`src/rtl/sigq_pkg.sv`:
```
// Shared parameters and helpers for the signal quality meter.
// Assumes the window length fits in the count width.
package sigq_pkg;
    localparam int unsigned SQ_WIN   = 240;
    localparam int unsigned SQ_CNT_W = 8;
    localparam int unsigned SQ_ERR_W = 6;
    localparam int unsigned SQ_TOL   = 8;

    // Returns 1 when an error magnitude is within tolerance.
    function automatic logic within_tol(input logic [SQ_ERR_W-1:0] err,
                                        input logic [SQ_ERR_W-1:0] tol);
        return (err <= tol);
    endfunction
endpackage

```
`src/rtl/sigq_accum.sv`:
```
// Counts good bits over a fixed window and latches the total at window end.
// Assumes bit_stb is a single-cycle pulse. A restart or hold clears the window.
module sigq_accum
    import sigq_pkg::*;
#(
    parameter int unsigned WIN   = SQ_WIN,
    parameter int unsigned CNT_W = SQ_CNT_W,
    parameter int unsigned ERR_W = SQ_ERR_W,
    parameter int unsigned TOL   = SQ_TOL
) (
    input  logic             clk,
    input  logic             rst_n,
    input  logic             bit_stb,
    input  logic [ERR_W-1:0] zc_err,
    input  logic             restart_stb,
    input  logic             hold,
    output logic [CNT_W-1:0] result,
    output logic             done_stb
);
    localparam logic [CNT_W-1:0] LAST_POS = CNT_W'(WIN - 1);
    localparam logic [ERR_W-1:0] TOL_V    = ERR_W'(TOL);

    logic [CNT_W-1:0] bit_pos;
    logic [CNT_W-1:0] good_cnt;
    logic             good;

    // Classify the current bit against the tolerance.
    always_comb good = (ERR_W == SQ_ERR_W) ? within_tol(zc_err, TOL_V) : (zc_err <= TOL_V);

    // Advance the window, latch the total and pulse completion.
    always_ff @(posedge clk) begin
        if (!rst_n) begin
            bit_pos  <= '0;
            good_cnt <= '0;
            result   <= '0;
            done_stb <= 1'b0;
        end else if (restart_stb || hold) begin
            bit_pos  <= '0;
            good_cnt <= '0;
            done_stb <= 1'b0;
        end else if (bit_stb) begin
            if (bit_pos == LAST_POS) begin
                result   <= good_cnt + CNT_W'(good);
                done_stb <= 1'b1;
                bit_pos  <= '0;
                good_cnt <= '0;
            end else begin
                bit_pos  <= bit_pos + 1'b1;
                good_cnt <= good_cnt + CNT_W'(good);
                done_stb <= 1'b0;
            end
        end else begin
            done_stb <= 1'b0;
        end
    end
endmodule

```
`src/rtl/sigq_view.sv`:
```
// Forms the visible register value from the stored count and the mode inputs.
// Purely combinational. Transmit mode zeroes the value. In receive mode an
// enabled detector replaces the two low bits.
module sigq_view #(
    parameter int unsigned CNT_W = 8
) (
    input  logic [CNT_W-1:0] result,
    input  logic             env_det,
    input  logic             eop_det,
    input  logic             env_en,
    input  logic             eop_en,
    input  logic             tx_mode,
    input  logic             psave_mode,
    output logic [CNT_W-1:0] view
);
    logic ovr;

    // Select between count, detector override and transmit zero.
    always_comb begin
        ovr  = (env_en || eop_en) && !psave_mode;
        view = result;
        if (ovr) begin
            view[0] = env_det;
            view[1] = eop_det;
        end
        if (tx_mode) view = '0;
    end
endmodule

```
`src/rtl/sigq_meter.sv`:
```
// Top of the received signal quality meter. It joins the window counter and
// the output view, and holds counting off in transmit and power-save modes.
// The read strobe is accepted for interface completeness and has no side effect.
module sigq_meter
    import sigq_pkg::*;
#(
    parameter int unsigned WIN   = SQ_WIN,
    parameter int unsigned CNT_W = SQ_CNT_W,
    parameter int unsigned ERR_W = SQ_ERR_W,
    parameter int unsigned TOL   = SQ_TOL
) (
    input  logic             clk,
    input  logic             rst_n,
    input  logic             bit_stb,
    input  logic [ERR_W-1:0] zc_err,
    input  logic             restart_stb,
    input  logic             env_det,
    input  logic             eop_det,
    input  logic             env_en,
    input  logic             eop_en,
    input  logic             tx_mode,
    input  logic             psave_mode,
    input  logic             rd_stb,
    output logic [CNT_W-1:0] qual_out,
    output logic             done_stb
);
    logic             hold;
    logic [CNT_W-1:0] result;
    logic             rd_unused;

    // Counting runs only in receive mode.
    always_comb hold = tx_mode || psave_mode;
    // Reads are non-destructive for the register value.
    always_comb rd_unused = rd_stb;

    sigq_accum #(.WIN(WIN), .CNT_W(CNT_W), .ERR_W(ERR_W), .TOL(TOL)) u_accum (
        .clk         (clk),
        .rst_n       (rst_n),
        .bit_stb     (bit_stb),
        .zc_err      (zc_err),
        .restart_stb (restart_stb),
        .hold        (hold),
        .result      (result),
        .done_stb    (done_stb)
    );

    sigq_view #(.CNT_W(CNT_W)) u_view (
        .result     (result),
        .env_det    (env_det),
        .eop_det    (eop_det),
        .env_en     (env_en),
        .eop_en     (eop_en),
        .tx_mode    (tx_mode),
        .psave_mode (psave_mode),
        .view       (qual_out)
    );
endmodule

```
`config.mk`:
```
export PLATFORM = sky130hd
export DESIGN_NAME = sigq_meter
export DESIGN_NICKNAME = d
export VERILOG_FILES = /design/src/rtl/sigq_pkg.sv /design/src/rtl/sigq_accum.sv /design/src/rtl/sigq_view.sv /design/src/rtl/sigq_meter.sv
export SDC_FILE = /design/constraint.sdc
export NUM_CORES = 1
export LEC_CHECK = 0
export ABC_AREA = 1
export BUFFER_PORTS_ARGS = -buffer_cell sky130_fd_sc_hd__buf_2
export CORE_MARGIN = 5
export CORE_UTILIZATION = 45
export CTS_CLUSTER_DIAMETER = 30
export DETAILED_ROUTE_END_ITERATION = 6
export PLACE_DENSITY = 0.69
export RECOVER_POWER = 25
export REMOVE_ABC_BUFFERS = 1
export SLEW_MARGIN = 20
export SYNTH_ARGS = -nofsm -noshare
export SYNTH_HDL_FRONTEND = slang
export SYNTH_HIERARCHICAL = 1
export SYNTH_SLANG_ARGS = --single-unit
```
`constraint.sdc`:
```
create_clock -name clk -period 1.6 [get_ports clk]
set_input_delay 0.16 -clock clk [delete_from_list [all_inputs] [get_ports clk]]
set_output_delay 0.16 -clock clk [all_outputs]
set_load 0.01 [all_outputs]
```
Yosys cells after proc, flatten, opt, wreduce, memory -nomap -nowiden
Cells that the tools add are included.
- input bits: 17
- logic and storage cells: 24
- flip-flop bits (word level): 25
- $lt $le $gt $ge: 1
- $add $sub $neg: 2
- bitwise gates (word level): 3
- muxes and demuxes: 5
- equal/unequal tests: 1
- reduce and logical (&&, ||, !) cells: 8
- operator list (operator ; number):
    2-to-1 mux 8 bit ; 3
    adder 8 x 1 -> 8 bit ; 1
    adder 8 x 1 -> 8 bit, second input constant ; 1
    equality test 8 bit, second input constant ; 1
    <= comparator 6 x 4 -> 1 bit, second input constant ; 1
    logical OR 1 bit ; 3
    NOT 1 bit ; 3
    AND reduction 3 bit ; 1
    OR reduction 3 bit ; 1
    2-to-1 mux 2 bit ; 1
    OR reduction 2 bit ; 1
    logical AND 1 bit ; 1
    logical NOT 1 bit ; 1
    2-to-1 mux 1 bit ; 1

Depth between registers and ports, before layout
- word-level depth: 4
- depth in mapped cells: 10

Hierarchy
The synthesis kept the hierarchy.
- modules (own cells, without submodules) (module ; cells an instance ; area an instance (sq um) ; instances ; sequential area each (sq um)):
    sigq_accum ; 180 ; 1287.5 ; 1 ; 500.5
    sigq_view ; 29 ; 113.9 ; 1 ; 0.0
    sigq_meter ; 3 ; 11.3 ; 1 ; 0.0

Least setup slack after synthesis
Ideal clock, no wire load.
- path kind: input port to flip-flop
- from: input port zc_err[0]
- to: register u_accum.result[6]
- data required time: 1.487 ns
- stages on the path: 9
- data arrival time: 1.351 ns
- path buffers: 0
- setup slack: 0.136 ns
- library setup time: 0.113 ns
- cell sequence: o31a_1 -> nor3_1 -> ha_1 -> ha_1 -> nand2_1 -> o21ai_0 -> nand2_1 -> nor2_1 -> nor2_1
- cells in the longest elaborated chain, start to end: 2
- RTL lines (what ; RTL line ; RTL):
    from (decl) ; sigq_meter.sv:15 ; input logic [ERR_W-1:0] zc_err,
    <= comparator 6 x 4 -> 1 bit ; -- ;
    adder 8 x 1 -> 8 bit ; sigq_accum.sv:43 ; result <= good_cnt + CNT_W'(good);
    to (signal assigned) ; sigq_accum.sv:43 ;
    to (decl) ; sigq_accum.sv:17 ; output logic [CNT_W-1:0] result,
Every way passes these cells.
A chain may end at the register's enable or synchronous reset.

Worst setup path in the final report
- from: input port zc_err[0]
- to: register u_accum.good_cnt[6]
- cells in the longest elaborated chain, start to end: 3
- RTL lines (what ; RTL line ; RTL):
    <= comparator 6 x 4 -> 1 bit ; -- ;
    adder 8 x 1 -> 8 bit ; sigq_accum.sv:49 ; good_cnt <= good_cnt + CNT_W'(good);
    2-to-1 mux 8 bit ; sigq_accum.sv:42 ; if (bit_pos == LAST_POS) begin
    to (signal assigned) ; sigq_accum.sv:49 ;
    to (decl) ; sigq_accum.sv:24 ; logic [CNT_W-1:0] good_cnt;
Every way passes these cells.

==> flow_summary_export.csv <==
group,metric,value,unit
status,status,"finished clean",
timing,rsz0062_at_grt,"no",
synthesis,ys_types,24,
clock_network,post_cts_resized,0,
worst_setup_path,cp_slowest_stage_delay,0.28,ns
job,drv_cap,0,
place,portBuffers,24,
worst_setup_path,r2r-end,"u_accum/result[2]",
worst_setup_path,r2r-start,"u_accum/good_cnt[0]",
synthesis,ys_ff_latch,25,
timing,totalNegativeSetupSlack,0,ns
layout,antenna_cells,0,
clock_network,hold_buffers,0,
grt,grtUsageTotal,0.143,
layout,multi_input_area,774,sq um
timing,post-route-period-util,0.880,
grt,grt_max_degree,14,
worst_setup_path,regToRegSetupSlack,0.21,ns
timing,max_slew_margin,0.719,
power,p_leak,0.619,nW
synthesis,yosys_warnings,6,
synthesis,syn_area_per_cell,6.66,sq um
die,core,3030,sq um
timing,tightest_slew,0.421,ns
detailed_routing,wirelength,2750,um
clock_network,root_buffer,"clkbuf_4",
worst_setup_path,path_cells,"buf_2, o31a_1, nor3_1, ha_1, ha_1, nand2_1, o21ai_0, nand2_1, nand2_1, a21oi_1",
detailed_routing,drc_errors,0,
worst_setup_path,cpMostUsedCell,"nand2_1",
min_path,hold_class,"input port to register",
clock_network,htree_num_levels,1,
synthesis,seq_area_frac_synth,0.354,
place,dpl_cell_area,1570,sq um
layout,register_area,500,sq um
layout,final_cell_count_no_fill,282,
detailed_routing,dr.pass1.iters,4,
synthesis,ys_top_cells_by_count,"60 x nand2_1, 33 x nor2_1, 30 x inv_1, 25 x dfxtp_1, 17 x nand3_1",
grt,grt_pass1_vias,1176,
synthesis,ys_top_cells_by_area,"dfxtp_1 35%, nand2_1 16%, nor2_1 8.8%, inv_1 8.0%, nand3_1 6.0%",
die,start_util,0.467,
die,dieArea,4360,sq um
place,pre_cts_ws,-0.164,ns
clock_network,cts_tree,"built",
die,die_width,66.0,um
power,powerDensity,619,nW/um^2
timing,finalClockSkew,0.00116,ns
layout,nets,259,
timing,hold_violations,0,
synthesis,synth_area_leader_cell,"dfxtp_1",
min_path,holdPathEnd,"u_accum/result[6]",
place,placed_cells,278,
worst_setup_path,crit_path_end_kind,"register",
layout,fillers,321,
grt,grt_pass1_wl,4930,um
timing,fmax,0.710,GHz
layout,final_util,0.524,
worst_setup_path,critPathLaunchType,"input port",
clock_network,clk_path_buf_depth,2,
synthesis,synth-async-reset-ratio,0,
detailed_routing,antenna_left,0,
synthesis,synth_enable_flop_cells,0,
clock_network,cts.sinks,25,
synthesis,synthCells,212,
clock_network,clkLatencyLatePin,0.32,ns
layout,design_area,1590,sq um
detailed_routing,wl_per_cell,9.75,um
die,die_h,66.0,um
layout,drive_gt1_frac,0.139,
worst_setup_path,required,1.81,ns
timing,holdWs,0.0763,ns
grt,antenna_found_initial,0,
power,p_total,0.982,mW
worst_setup_path,crit_family,"compound AO/OA/AOI/OAI gates",
worst_setup_path,reg2reg_depth,7,
timing,min_period,1.41,ns
detailed_routing,num_vias,1297,
clock_network,cts_buffers,3,
detailed_routing,drt_iter0_drc,59,
worst_setup_path,crit_type,"input port to register",
grt,gr-total-overflow,0,
worst_setup_path,crit_path_top_delay_cell,"o31a_1",
min_path,whs_path_depth,3,
synthesis,synthFlopType,"dfxtp_1",
place,gp_congestion,0.775,
timing,finalSetupViolations,0,
synthesis,yosysMostFrequentCell,"nand2_1",
timing,timing.final.ws_setup,0.192,ns
layout,area_delta_synth_final,12.4,%
synthesis,synth_top_area_share,0.354,
synthesis,syn-cell-area,1410,sq um
die,ios,26,
worst_setup_path,worstPathBufferInverterCount,1,
power,ir_worst_vdd,0.247,mV
worst_setup_path,critPathArrivalTime,1.61,ns
timing,drv_slew,0,
place,place_hpwl,2120,um
worst_setup_path,crit_fanout,4,
min_path,min_from,"rst_n",
clock_network,post_cts_buffers,0,
clock_network,clkTransAtPathRegs,0.13,ns
die,num_rows,20,
detailed_routing,viasPerCell,4.60,
-- cell type report --
type / instances / share of cell area
well taps: 44 / 0.0347
clock buffers: 4 / 0.0165
inverters: 32 / 0.0757
multi-input cells: 153 / 0.488
repair buffers: 24 / 0.0701
flip-flops and latches: 25 / 0.315
-- routing by layer --
| metal | routed length [um] | global-route usage | up-vias |
|---|---|---|---|
| li1 | - | - | 715 |
| met1 | 1470 | 0.202 | 549 |
| met2 | 1100 | 0.219 | 29 |
| met3 | 134 | 0.0170 | 4 |
| met4 | 51 | 0.0609 | 0 |
| met5 | 0 | 0 | - |
-- sequential cells by signal, summed over array words and instances, names as in the netlist --
name              count
u_accum/bit_pos       8
u_accum/done_stb      1
u_accum/good_cnt      8
u_accum/result        8
-- worst min-delay path, stage by stage --
cell	delay, ns
buf_2	0.12
nand2_1	0.06
nor2_1	0.03
-- placed cells by master, fill, tap and decap left out, drive strengths merged --
| cell | netlist | final |
|---|---|---|
| a21oi | 17 | 17 |
| dfxtp | 25 | 25 |
| buf | 0 | 17 |
| xor2 | 1 | 1 |
| inv | 32 | 32 |
| nand2 | 60 | 60 |
| o21ai | 5 | 5 |
| o31a | 1 | 1 |
| nand4 | 2 | 2 |
| ha | 3 | 3 |
| xnor2 | 2 | 2 |
| nand3 | 17 | 17 |
| clkbuf | 2 | 11 |
| o211ai | 1 | 1 |
| nor2 | 39 | 39 |
| nand3b | 1 | 1 |
| nor3 | 4 | 4 |
-- power by group --
group / internal [mW] / leakage [nW] / switching, mW
clock: 0.0975 / 0.0150 / 0.189
sequential: 0.623 / 0.201 / 0.000402
combinational: 0.0267 / 0.403 / 0.0451
total: 0.747 / 0.619 / 0.235
-- cells by family (layout without fill, tap and decap cells) --
| family | Yosys count | in the layout | synth area share |
|---|---|---|---|
| AND/OR/NAND/NOR | 123 | 123 | 0.403 |
| buffers and inverters | 34 | 60 | 0.0974 |
| flip-flops | 25 | 25 | 0.354 |
| AO/OA/AOI/OAI | 24 | 24 | 0.100 |
| adder cells (fa/ha/maj) | 3 | 3 | 0.0266 |
| XOR/XNOR | 3 | 3 | 0.0186 |
-- worst max-delay path by stage --
stage / startpoint / to / depth (start not counted)
6_report: zc_err[0] / u_accum/good_cnt[6] / 10
5_1_grt: zc_err[0] / u_accum/good_cnt[6] / 10
4_1_cts: zc_err[0] / u_accum/good_cnt[6] / 10
3_5_place_dp: zc_err[0] / u_accum/good_cnt[6] / 10
3_3_place_gp: zc_err[0] / u_accum/good_cnt[6] / 10
2_1_floorplan: zc_err[0] / u_accum/result[6] / 9
Note: power is estimated with default switching activity, not from simulation.
